[src/rtl/burst_seq.sv]
module burst_seq #(
  parameter int ADDR_W = 17
) (
  input  logic              clk,
  input  logic              rst_n,
  input  logic [ADDR_W-1:0] addr_in,
  input  logic              strobe_p,
  input  logic              strobe_c,
  input  logic              advance,
  input  logic              interleave,
  output logic [ADDR_W-1:0] addr_out,
  output logic [1:0]        offset
);
  localparam int UPPER_W = ADDR_W - 2;

  logic [UPPER_W-1:0] upper_q;
  logic [1:0]         start_q;
  logic [1:0]         beat_q;
  logic               load;

  assign load = strobe_p | strobe_c;

  always_ff @(posedge clk or negedge rst_n) begin
    if (!rst_n) begin
      upper_q <= '0;
      start_q <= '0;
      beat_q  <= '0;
    end else if (load) begin
      upper_q <= addr_in[ADDR_W-1:2];
      start_q <= addr_in[1:0];
      beat_q  <= '0;
    end else if (advance) begin
      beat_q  <= beat_q + 2'd1;
    end
  end

  assign offset   = interleave ? (start_q ^ beat_q) : (start_q + beat_q);
  assign addr_out = {upper_q, offset};

  p_load_r2: assert property (@(posedge clk) disable iff (!rst_n)
    (strobe_p || strobe_c) |=> addr_out == $past(addr_in));

  p_restart_r3: assert property (@(posedge clk) disable iff (!rst_n)
    (strobe_c && advance) |=> offset == $past(addr_in[1:0]));

  p_linear_r4: assert property (@(posedge clk) disable iff (!rst_n)
    (!strobe_p && !strobe_c && advance && !interleave)
      |=> (interleave || offset == $past(offset) + 2'd1));

  p_inter_r5: assert property (@(posedge clk) disable iff (!rst_n)
    (!strobe_p && !strobe_c && advance && interleave)
      |=> (!interleave || $countones(offset ^ $past(offset)) != 0));

  p_hold_r6: assert property (@(posedge clk) disable iff (!rst_n)
    (!strobe_p && !strobe_c && !advance) |=> $stable(addr_out));

  p_upper_r7: assert property (@(posedge clk) disable iff (!rst_n)
    (!strobe_p && !strobe_c) |=> $stable(addr_out[ADDR_W-1:2]));

  always_comb begin
    if (rst_n) p_low_bits_r9: assert (addr_out[1:0] == offset);
  end
endmodule

[config.mk]
export PLATFORM = sky130hd
export DESIGN_NAME = burst_seq
export DESIGN_NICKNAME = d
export VERILOG_FILES = /design/src/rtl/burst_seq.sv
export SDC_FILE = /design/constraint.sdc
export NUM_CORES = 1
export LEC_CHECK = 0
export CORE_UTILIZATION = 38
export DETAILED_ROUTE_END_ITERATION = 10
export GPL_TIMING_DRIVEN = 1
export PLACE_DENSITY = 0.77
export SYNTH_ARGS = -nofsm -noshare
export SYNTH_HDL_FRONTEND = slang
export SYNTH_SLANG_ARGS = --single-unit
export TNS_END_PERCENT = 1
[constraint.sdc]
create_clock -name clk -period 1.7 [get_ports clk]
set_clock_uncertainty 0.05 [all_clocks]
set_input_delay 0.34 -clock clk [delete_from_list [all_inputs] [get_ports clk]]
set_output_delay 0.34 -clock clk [all_outputs]
set_load 0.03 [all_outputs]
# == Word level (Yosys, flattened, before mapping) ==
# Cells that the tools add are included.
# word_totals
mem_bits_rw,0
latchBits,0
reg_bits,19
romBits,0
out_inout_bits,19
n_memories,0
# op_classes
shift,0
n_reduce_logical,1
mul,0
n_addsub,2
magnitude_cmp,0
div,0
bitwise,2
eq_ne,0
mux,3
# op_table
operator,count
2-to-1 mux 2 bit,3
adder 2 x 1 -> 2 bit (second input constant),1
adder 2 bit,1
nonzero test 2 bit,1
XOR 2 bit,1
bitwise OR 1 bit,1

# == Depth between registers and ports, before layout ==
# logic_depth
depth_word,3
depth_mapped,4
depth_no_buf,3

# == Worst setup path before layout ==
# No wires, ideal clock.
# synth_timing
path_kind,reg2out
from,reg beat_q[0]
to,out offset[1]
slack_ns,-0.229
arrival_ns,1.539
stages_incl_launch_ff,5
path_cell_list,dfrtp_1 ha_1 nor2b_1 xnor2_1 buf_4
# synth_via
elab_chain_len,2
# synth_rtl
item,line,text
start: declaration,18,logic [1:0] beat_q;
start signal: assignment,33,beat_q <= beat_q + 2'd1;
adder 2 bit,37,assign offset = interleave ? (start_q ^ beat_q) : (start_q + beat_q);
2-to-1 mux 2 bit,37,
end: declaration,12,output logic [1:0] offset
# Every way passes these cells.

# == Final worst setup path ==
# Ends and elaborated chain as after synthesis.

==> reports/metrics.cfg <==
[floorplan]
die_area_sq_um=2350
core_area_sq_um=2000
die_h_um=48.5
die_w_um=48.5
initial_core_util_pct=41.0
rows=16
io-pin-count=42

[layout]
area.growth.synth_to_final_pct=55.6
layout_common_cells=clkdlybuf4s50_1 (22), dfrtp_1 (19), dlygate4sd2_1 (15)
postLayoutCellArea_sq_um=1280
final_common_cell=clkdlybuf4s50_1
nets=119
antenna_cells=0
layout-drive-gt1-share_pct=34.0

[cts]
numCtsBuffers=3
clockRootBuffer=clkbuf_4
clk_latency_ps=280
cts-htree-levels=1
tritoncts=yes
clockBufferDepth=2
clock-sinks=19
path_clk_slew_ps=110

[job]
drv_cap=0

[grt]
grt_pass1_vias=598
grt_max_degree=20
antenna_found_initial=0
grt_pass1_wl_um=2610
grt-ovfl-total=0
track_usage_pct=14.8

[timing]
relSlewSlack_pct=78.8
setup_tns_ps=-2.35
drv_slew=0
rsz0062_at_grt=yes
finalCriticalPeriod_ps=1700
setup_ws_ps=-1.94
finalSetupViolCount=2
hold_viol=0
period_share_pct=100
tightest_slew_ps=319
max_freq_mhz=588

[detailed_routing]
antenna_left=0
drtPass1Iterations=4
wire_per_inst_um=12.4
dr.first_iter.drc_count=5
vias_per_cell=4.50
vias=544
route.detailed.drc=0
wirelength_um=1500

[synth]
ys_seq_area_share_pct=57.9
synth_area_sq_um=821
syn_area_per_cell_sq_um=16.4
synth_cell_types=14
synth_top_area_share_pct=57.9
synth-seq-cells=19
syn_nets=74
synth_top_cell_by_area=dfrtp_1
yosysWarnings=0
synthTopCellsByArea=dfrtp_1 (58%), mux2_4 (15%), mux2_2 (12%)
postSynthCellCount=50

[setup_path]
required_ps=1310
crit_chain=ha_2 -> nor2b_4 -> xnor2_2 -> buf_6
r2r_slack_ps=760
cp-end-kind=primary output
cp_slowest_cell=dfrtp_1
critPathMaxFanout=2
crit_type=reg -> out
slowest_delay_ps=400
crit_arrival_ps=1310
worstSetupStartpointType=flop

[pwr]
p_int_w=0.000724
power_frac_seq_pct=49.7
power.density_nw_per_um2=796
switching_power_w=0.000293
p_leak_nw=0.587
switching_share_pct=28.8
combPwrFrac_pct=29.4
p_clk_share_pct=20.9
ir_worst_vdd_mv=0.451

[placed_design]
place_area_sq_um=1240
dp_hpwl_um=1110
io_buffers=41
gp_congestion=0.623

[worst_hold_path]
hold_path.class=in -> async

[status]
status=finished, violations left
violations=setup timing

[synthesized netlist by cell type]
| cell | number |
|---|---|
| a21bo_2 | 1 |
| a21oi_1 | 1 |
| buf_12 | 1 |
| buf_4 | 2 |
| buf_6 | 1 |
| dfrtp_1 | 19 |
| ha_1 | 1 |
| mux2_2 | 9 |
| mux2_4 | 8 |
| nand3b_1 | 1 |
| nor2_1 | 1 |
| nor2b_1 | 1 |
| or2_1 | 1 |
| xnor2_1 | 3 |
[sequential cells by signal (all words and copies together) (netlist names)]
| name | flops |
|---|---|
| upper_q | 15 |
| beat_q | 2 |
| start_q | 2 |
[metrics by stage]
step | hold slack (ps) | setup WS, ps | cells | util [%] | power (W)
after global routing | 343 | -70.4 | 121 | 63.8 | 0.00107
after detailed placement | 446 | 45.2 | 116 | 62.1 | 0.000830
after CTS | 320 | -46.8 | 121 | 63.8 | 0.00103
after global placement | 442 | 70.9 | 116 | 62.1 | 0.000826
after floorplan | -5.59 | 1.18 | 50 | - | 0.000689
final | 323 | -1.94 | 121 | 63.8 | 0.00102
[worst paths after layout]
check                                             from                endpoint  cells past startpoint
worst max-delay path             beat_q[0]$_DFFE_PN0P_               offset[1]                      4
worst min-delay path                             rst_n  upper_q[5]$_DFFE_PN0P_                      2
worst max register to register   beat_q[0]$_DFFE_PN0P_   beat_q[1]$_DFFE_PN0P_                      3
worst min register to register  upper_q[3]$_DFFE_PN0P_  upper_q[3]$_DFFE_PN0P_                      1
max in group asynchronous                        rst_n   beat_q[0]$_DFFE_PN0P_                      2
min in group clk                upper_q[3]$_DFFE_PN0P_  upper_q[3]$_DFFE_PN0P_                      1
[layer usage]
metal / GRT usage [%] / vias to the layer above / part of all wire (%)
met2: 27.2 / 21 / 52
met1: 16.4 / 265 / 43
li1: - / 258 / -
met4: 5.88 / 0 / 0
met3: 3.14 / 0 / 5.0
met5: 0 / - / 0
[final cells by class]
type / instances / area, sq um
clock buffers: 3 / 22.5
clock inverters: 1 / 5.00
fillers: 171 / 724
multi-input cells: 27 / 317
flip-flops and latches: 19 / 475
well taps: 27 / 33.8
repair buffers: 44 / 424
[what timing repair did]
item	4_1_cts	5_1_grt
pin swaps	1	1
endpoints found under the hold margin	0	0
hold buffers	0	0
endpoints found under the setup margin	17	2
resized for setup	20	0
setup buffers	1	0
[power groups by stage]
stage,clock (W),combinational [W],sequential (W)
finish,0.000212,0.000299,0.000506
global route,0.000244,0.000315,0.000510
CTS,0.000227,0.000302,0.000506
detailed placement,0,0.000313,0.000517
global placement,0,0.000309,0.000516
floorplan,0,0.000113,0.000576
[cells by family after synthesis]
logic type	count (synthesis)	synth area share [%]
DFF	19	57.9
and+or+nand+nor	4	2.90
muxes	17	27.0
adders and majority gates	1	1.52
buffers and inverters	4	5.64
AOI/OAI and AO/OA	2	1.83
xor gates and xnor gates	3	3.20
[critical path, delay by kind of cell (launching register included)]
family / cells / cell delay (ps)
xor gates and xnor gates: 1 / 180
adders and majority gates: 1 / 170
buffers and inverters: 1 / 160
DFF: 1 / 400
and+or+nand+nor: 1 / 120
Power figures use the tool's default switching activity.
